<file path="config.mk">
export PLATFORM = sky130hd
export DESIGN_NAME = slot_pwr_seq
export DESIGN_NICKNAME = d
export VERILOG_FILES = /design/src/rtl/slot_pwr_seq.sv
export SDC_FILE = /design/constraint.sdc
export NUM_CORES = 1
export LEC_CHECK = 0
export BUFFER_PORTS_ARGS = -buffer_cell sky130_fd_sc_hd__buf_2
export CAP_MARGIN = 20
export CORE_MARGIN = 2
export CORE_UTILIZATION = 49
export CTS_CLUSTER_SIZE = 20
export DETAILED_ROUTE_END_ITERATION = 16
export PLACE_DENSITY = 0.71
export SLEW_MARGIN = 20
export SYNTH_ARGS = -nofsm -noshare
export SYNTH_HDL_FRONTEND = slang
export SYNTH_SLANG_ARGS = --single-unit
</file>
<file path="constraint.sdc">
create_clock -name clk -period 2 [get_ports clk]
set_clock_uncertainty 0.1 [all_clocks]
set_input_delay 0.2 -clock clk [delete_from_list [all_inputs] [get_ports clk]]
set_output_delay 0.2 -clock clk [all_outputs]
set_load 0.01 [all_outputs]
</file>
<file path="src/rtl/slot_pwr_seq.sv">
module slot_pwr_seq #(
  parameter int STEP_WAIT = 8
) (
  input  logic clk,
  input  logic rst_n,
  input  logic cmd_wr,
  input  logic cmd_on,
  input  logic cfg_wr,
  input  logic cfg_pwr_only,
  input  logic cfg_conn_last,
  input  logic single_slot,
  output logic mode_pwr_only,
  output logic mode_conn_last,
  output logic busy,
  output logic slot_pwr,
  output logic slot_conn,
  output logic slot_rst_n
);
  localparam int CNT_W = (STEP_WAIT > 1) ? $clog2(STEP_WAIT) : 1;
  localparam logic [CNT_W-1:0] CNT_LAST = CNT_W'(STEP_WAIT - 1);

  typedef enum logic [2:0] {S_IDLE, S_U1, S_U2, S_U3, S_D1, S_D2, S_D3} st_t;

  st_t             st;
  logic [CNT_W-1:0] cnt;
  logic            seen, pend, pend_on, lat_po, lat_late;

  wire go       = cmd_wr | pend;
  wire go_on    = cmd_wr ? cmd_on : pend_on;
  wire step_end = (cnt == CNT_LAST);

  assign busy = ~seen | pend | (st != S_IDLE);

  always_ff @(posedge clk or negedge rst_n) begin
    if (!rst_n) begin
      mode_pwr_only  <= 1'b0;
      mode_conn_last <= 1'b1;
    end else if (cfg_wr) begin
      mode_pwr_only  <= cfg_pwr_only;
      mode_conn_last <= cfg_conn_last;
    end
  end

  always_ff @(posedge clk or negedge rst_n) begin
    if (!rst_n) begin
      st         <= S_IDLE;
      cnt        <= '0;
      seen       <= 1'b0;
      pend       <= 1'b0;
      pend_on    <= 1'b0;
      lat_po     <= 1'b0;
      lat_late   <= 1'b0;
      slot_pwr   <= 1'b0;
      slot_conn  <= 1'b0;
      slot_rst_n <= 1'b0;
    end else if (st == S_IDLE) begin
      if (go) begin
        pend <= 1'b0;
        cnt  <= '0;
        if (go_on) begin
          st       <= S_U1;
          slot_pwr <= 1'b1;
          lat_po   <= mode_pwr_only;
          lat_late <= mode_conn_last & ~single_slot;
        end else begin
          st         <= S_D1;
          slot_rst_n <= 1'b0;
        end
      end
    end else begin
      if (cmd_wr) begin
        pend    <= 1'b1;
        pend_on <= cmd_on;
      end
      if (!step_end) begin
        cnt <= cnt + 1'b1;
      end else begin
        cnt <= '0;
        unique case (st)
          S_U1: begin
            if (lat_po) begin
              st   <= S_IDLE;
              seen <= 1'b1;
            end else begin
              st <= S_U2;
              if (lat_late) slot_rst_n <= 1'b1;
              else          slot_conn  <= 1'b1;
            end
          end
          S_U2: begin
            st <= S_U3;
            if (lat_late) slot_conn  <= 1'b1;
            else          slot_rst_n <= 1'b1;
          end
          S_U3: begin
            st   <= S_IDLE;
            seen <= 1'b1;
          end
          S_D1: begin
            st        <= S_D2;
            slot_conn <= 1'b0;
          end
          S_D2: begin
            st       <= S_D3;
            slot_pwr <= 1'b0;
          end
          S_D3: begin
            st   <= S_IDLE;
            seen <= 1'b1;
          end
          default: st <= S_IDLE;
        endcase
      end
    end
  end

  AST_CONN_NEEDS_PWR: assert property (@(posedge clk) disable iff (!rst_n)
    slot_conn |-> slot_pwr);
  AST_RST_REL_NEEDS_PWR: assert property (@(posedge clk) disable iff (!rst_n)
    slot_rst_n |-> slot_pwr);
  AST_ONE_CTRL_PER_EDGE: assert property (@(posedge clk) disable iff (!rst_n)
    $countones({slot_pwr, slot_conn, slot_rst_n} ^
               $past({slot_pwr, slot_conn, slot_rst_n})) <= 1);
  AST_IDLE_HOLD: assert property (@(posedge clk) disable iff (!rst_n)
    (!busy && !cmd_wr) |=> $stable({slot_pwr, slot_conn, slot_rst_n}));
  AST_WR_MAKES_BUSY: assert property (@(posedge clk) disable iff (!rst_n)
    cmd_wr |=> busy);
endmodule

</file>
==> results of run 1 <==
metal layers:
| layer | wire (µm) | track usage | up-vias |
|---|---|---|---|
| met5 | 0 | 0 | - |
| met4 | 15 | 0.120 | 0 |
| met3 | 58 | 0.0471 | 2 |
| met2 | 805 | 0.292 | 11 |
| met1 | 781 | 0.268 | 318 |
| li1 | - | - | 331 |
worst max path at each step:
stage	to	cells past startpoint
2_1_floorplan	slot_pwr$_DFFE_PN0P_	6
3_3_place_gp	lat_po$_DFFE_PN0P_	3
3_5_place_dp	lat_po$_DFFE_PN0P_	3
4_1_cts	busy	4
5_1_grt	busy	4
6_report	busy	4
final cells by class:
| cell class | instances | area [µm²] | share of cell area |
|---|---|---|---|
| inverter | 2 | 7.51 | 0.00759 |
| multi-input combinational | 61 | 428 | 0.432 |
| tap | 17 | 21.3 | 0.0215 |
| timing repair buffer | 18 | 105 | 0.106 |
| sequential | 16 | 402 | 0.406 |
| clock buffer | 4 | 26.3 | 0.0265 |
power breakdown:
part,internal [µW],switching (µW)
Sequential,434,78.7
Clock,77.5,100
Combinational,248,266
Total,760,445
through the flow:
step           total power, µW  std cells  hold slack, ns  instance area (µm²)
2_1_floorplan              899         84          -0.196                  868
3_3_place_gp              1020        113          0.0273                  953
3_5_place_dp              1030        113          0.0338                  953
4_1_cts                   1220        118          0.0267                  990
5_1_grt                   1320        118          0.0242                  990
6_report                  1210        118          0.0491                  990
sequential cells by signal (all words and copies together) (netlist names):
name	cells
cnt	3
lat_late	1
lat_po	1
mode_conn_last	1
mode_pwr_only	1
pend	1
pend_on	1
seen	1
slot_conn	1
slot_pwr	1
slot_rst_n	1
st	3
kinds of logic (layout without fill, tap and decap cells):
kind of cell / Yosys count / in the layout / synth area share
simple gates: 32 / 32 / 0.203
fa+ha+maj: 2 / 2 / 0.0288
compound gates: 19 / 19 / 0.160
mux: 8 / 8 / 0.101
flops: 16 / 16 / 0.463
buf+inv: 7 / 24 / 0.0447
what timing repair did:
item                       CTS  global route
setup endpoints to repair    0             0
gates resized for setup      0             0
hold endpoints to repair    15             0
buffers inserted             0             0
hold buffers                 1             0
placed cells by master (no fill, tap or decap), drive strengths merged, types with 3 or more instances in the layout:
cell	netlist	layout
buf	5	17
dfrtp	15	15
nand2	10	10
mux2	6	6
o21ai	5	5
nor2b	4	4
nor2	4	4
clkbuf	0	4
nand3b	3	3
nand3	3	3
worst reg2reg max path: stages, from the launching register on:
cell,delay [ns]
dfrtp_1,0.39
or3_4,0.42
a21oi_2,0.20
mux2_1,0.34
==> metrics.yaml, run 1 <==
status: "finished, final reports clean"
wirelength_mm: 1.66
dp_slack_ns: 0.455
fin_crit_sh: 0.918
power_density_nw_per_um2: 1220
vias: 662
netlist-cell-type-count: 36
endpoint_kind: "output port"
cts_root_buffer: "clkbuf_4"
numCtsBuffers: 3
crit_fanout: 12
dr.pass1.iters: 4
synth.area.top_cells: "dfrtp_1 43%, nand2_1 4.3%, mux2_1 3.9%"
max-slew-margin-rel: 0.714
cts.sinks: 16
gp_congestion: 0.783
clockBufferDepth: 2
drtAntennaViolNets: 0
max_freq_mhz: 545
grt-ovfl-total: 0
synthTopCellsByCount: "15 x dfrtp_1, 10 x nand2_1, 4 x buf_2, 4 x nor2_1, 4 x nor2b_1"
yosys.area.top_type_share: 0.432
grt_pass1_wl_mm: 2.82
r2r_end: "lat_po$_DFFE_PN0P_"
hold_viol: 0
synth-edff-count: 0
crit_path_top_delay_cell: "nor3_2"
cts_tree: "built"
slowest_delay_ns: 0.40
r2r_start: "st[0]$_DFFE_PN0P_"
finalSetupViolations: 0
h-tree-depth: 1
antenna_found_initial: 0
die_x_um: 46.1
startpoint_type: "flop"
syn_area_per_cell_um2: 10.3
dieArea_um2: 2120
synth-seq-cells: 16
path_delay_family: "simple AND/OR/NAND/NOR gates"
port-buffer-count: 13
crit_required_ns: 1.70
grt.total_usage: 0.200
grt_max_degree: 17
drive_above_1_share: 0.287
clk_latency_ns: 0.29
ir_drop_uv: 620
maxCapViolCount: 0
synthCells: 84
startpoint: "st[0]$_DFFE_PN0P_"
grt_pass1_vias: 612
fillers: 148
synth_most_common_cell: "dfrtp_1"
min_path_cells: 2
worstPathArrival_ns: 1.54
min_from: "cfg_conn_last"
synth_largest_area_cell: "dfrtp_1"
ys_async_sr_fraction: 1.00
rsz0062_at_grt: "false"
ys_dominant_reg_cell: "dfrtp_1"
diodes: 0
drc: 0
maxSlewViolCount: 0
tightest_slew_ns: 0.427
path_clk_slew_ns: 0.09
synth.cell_area_um2: 868
reg2reg_setup_slack_ns: 0.44
ys_warn_count: 0
synthToLayoutAreaGrowth_pct: 14.0
synth_fp_nets: 94
criticalPathCategory: "reg2out"
wire_per_inst_um: 14.1
core_area_um2: 1690
p_leak_uw: 0.000440
hpwlAfterDp_mm: 1.20
viasPerCell: 5.61
finalCriticalPeriod_ns: 1.84
path_buf_inv: 2
ios: 14
yosysSeqAreaShare: 0.463
initial_utilization: 0.514
layout.nets: 112
hold_end: "mode_conn_last$_DFFE_PN1P_"
final_util: 0.586
dieHeight_um: 46.1
min_path_type: "in2reg"
r2r_cells: 3
tns_ns: 0
drtIter0Drc: 7
num_rows: 15
path_cells: "buf_4 -> nor3_2 -> nand3b_1 -> buf_2"
layout_setup_ws_ns: 0.164
Note: power is estimated with default switching activity, not from simulation.
==> run 2: changes to the inputs <==
--- a/config.mk
+++ b/config.mk
@@ -11,6 +11,7 @@
 export CORE_UTILIZATION = 49
 export CTS_CLUSTER_SIZE = 20
 export DETAILED_ROUTE_END_ITERATION = 16
+export GPL_TIMING_DRIVEN = 0
 export PLACE_DENSITY = 0.71
 export SLEW_MARGIN = 20
 export SYNTH_ARGS = -nofsm -noshare
==> constraint.sdc (replaced) <==
create_clock -name clk -period 1.7 [get_ports clk]
set_clock_uncertainty 0.1 [all_clocks]
set_input_delay 0.17 -clock clk [delete_from_list [all_inputs] [get_ports clk]]
set_output_delay 0.17 -clock clk [all_outputs]
set_load 0.01 [all_outputs]
==> run 2 against run 1 <==
Sequential share of layout area is 2.1 points lower. Clock power is 17% higher. Core utilization is 3.2 points higher. Highest routed layer unchanged. Combinational power is 34% higher. Non-clock buffer count is 3 higher. Critical endpoint is now lat_po$_DFFE_PN0P_. Sequential power is 19% higher.
==> metrics.yaml, run 2 (synthesis gave the netlist of run 1 again) <==
hold_viol: 0
status: "finished, final reports clean"
min_from: "cfg_conn_last"
gp_congestion: 0.813
final_util: 0.618
maxSlewViolCount: 0
stdcell_count: 121
wire_per_inst_um: 13.8
min_path_type: "in2reg"
grt-ovfl-total: 0
core_area_um2: 1690
wirelength_mm: 1.67
antenna_found_initial: 0
dieHeight_um: 46.1
path_clk_slew_ns: 0.09
layout.nets: 115
internal_power_uw: 946
final_cell_mix: "15 x buf_2, 15 x dfrtp_1, 10 x nand2_1"
finalSetupViolations: 0
multi_input_area_um2: 457
min_path_cells: 2
num_rows: 15
regArea_um2: 402
p_leak_uw: 0.000453
fillers: 142
hpwlAfterDp_mm: 1.15
tns_ns: 0
placed_cell_area_um2: 950
max-slew-margin-rel: 0.757
initial_utilization: 0.514
h-tree-depth: 1
worstPathArrival_ns: 1.70
viasPerCell: 5.58
power_switching_uw: 559
drc: 0
r2r_cells: 4
ir_drop_uv: 771
fin_crit_sh: 0.954
die_x_um: 46.1
drtIter0Drc: 20
cts.sinks: 16
r2r_end: "lat_po$_DFFE_PN0P_"
diodes: 0
drive_above_1_share: 0.327
numCtsBuffers: 3
synthToLayoutAreaGrowth_pct: 20.2
startpoint_type: "flop"
grt.total_usage: 0.183
grt_max_degree: 17
drtAntennaViolNets: 0
tightest_slew_ns: 0.365
grt_pass1_vias: 650
reg2reg_setup_slack_ns: 0.08
dieArea_um2: 2120
criticalPathCategory: "reg2reg"
dr.pass1.iters: 4
ios: 14
crit_required_ns: 1.78
hold_end: "mode_conn_last$_DFFE_PN1P_"
crit_fanout: 10
clkPwrFrac: 0.139
vias: 675
grt_pass1_wl_mm: 2.75
switching_share: 0.372
stdcell_area_um2: 1040
cts_root_buffer: "clkbuf_4"
endpoint_kind: "flop"
r2r_start: "st[1]$_DFFE_PN0P_"
maxCapViolCount: 0
pwr-share-comb: 0.457
port-buffer-count: 12
clk_latency_ns: 0.29
dp.cells: 113
p_total_uw: 1510
cts_tree: "built"
seqPwrFrac: 0.404
power_density_nw_per_um2: 1440
finalCriticalPeriod_ns: 1.62
rsz0062_at_grt: "false"
max_freq_mhz: 616
reg_top3: "cnt (3), st (3)"
clockBufferDepth: 2
## run 2: cell types whose count changed in the layout (fill, tap and decap cells not counted)
cell,previous run,this run
a21oi_2,1,0
a21oi_4,0,1
buf_2,13,15
buf_4,4,3
buf_6,0,2
ha_1,2,0
ha_2,0,1
ha_4,0,1
nor3_2,1,0
nor3_4,0,1
## run 2: worst max-delay path, cell delays in order, from the launching register on
cell     delay, ns
dfrtp_1       0.38
buf_6         0.14
or3_4         0.40
a21oi_4       0.16
mux2_1        0.33
## run 2: layout make-up
class	count	share of cell area
multi-input combinational	61	0.438
sequential	16	0.385
timing repair buffer	16	0.0887
buffer	5	0.0360
clock buffer	4	0.0252
tap	17	0.0204
inverter	2	0.00719
## run 2: how the worst max path moves through the flow
stage                             from                    to  slack (ns)  cells past startpoint
global route         st[1]$_DFFE_PN0P_    lat_po$_DFFE_PN0P_        0.03                      4
global placement    cnt[0]$_DFFE_PN0N_  slot_pwr$_DFFE_PN0P_       -0.06                      6
detailed placement  cnt[0]$_DFFE_PN0N_  slot_pwr$_DFFE_PN0P_       -0.09                      6
finish               st[1]$_DFFE_PN0P_    lat_po$_DFFE_PN0P_        0.08                      4
CTS                  st[1]$_DFFE_PN0P_    lat_po$_DFFE_PN0P_        0.03                      4
floorplan           cnt[0]$_DFFE_PN0N_  slot_pwr$_DFFE_PN0P_        0.05                      6
## run 2: metrics by stage
stage | hold WS, ns | worst slack, ns
2_1_floorplan | -0.226 | 0.0526
3_3_place_gp | -0.000544 | -0.0556
3_5_place_dp | 0.00111 | -0.0930
4_1_cts | 0.00330 | 0.0347
5_1_grt | 0.0106 | 0.0327
6_report | 0.0124 | 0.0775
## run 2: layer usage
metal	GRT usage	share of wire	up-vias
li1	-	-	340
met1	0.252	0.48	312
met2	0.278	0.46	16
met3	0.0235	0.029	7
met4	0.103	0.031	0
met5	0	0	-
## run 2: power groups by stage
| stage | Clock (µW) | Sequential, µW | Combinational, µW |
|---|---|---|---|
| final | 209 | 608 | 688 |
| after global routing | 223 | 624 | 779 |
| after CTS | 219 | 600 | 667 |
| after detailed placement | 0 | 610 | 595 |
| after global placement | 0 | 604 | 583 |
| after floorplan | 0 | 608 | 450 |
## run 2: what timing repair did
action                     CTS  global route
buffers inserted             3             0
setup endpoints to repair    2             1
hold endpoints to repair    16             0
hold buffers                 1             0
pin swaps                    1             2
gates resized for setup      3             4
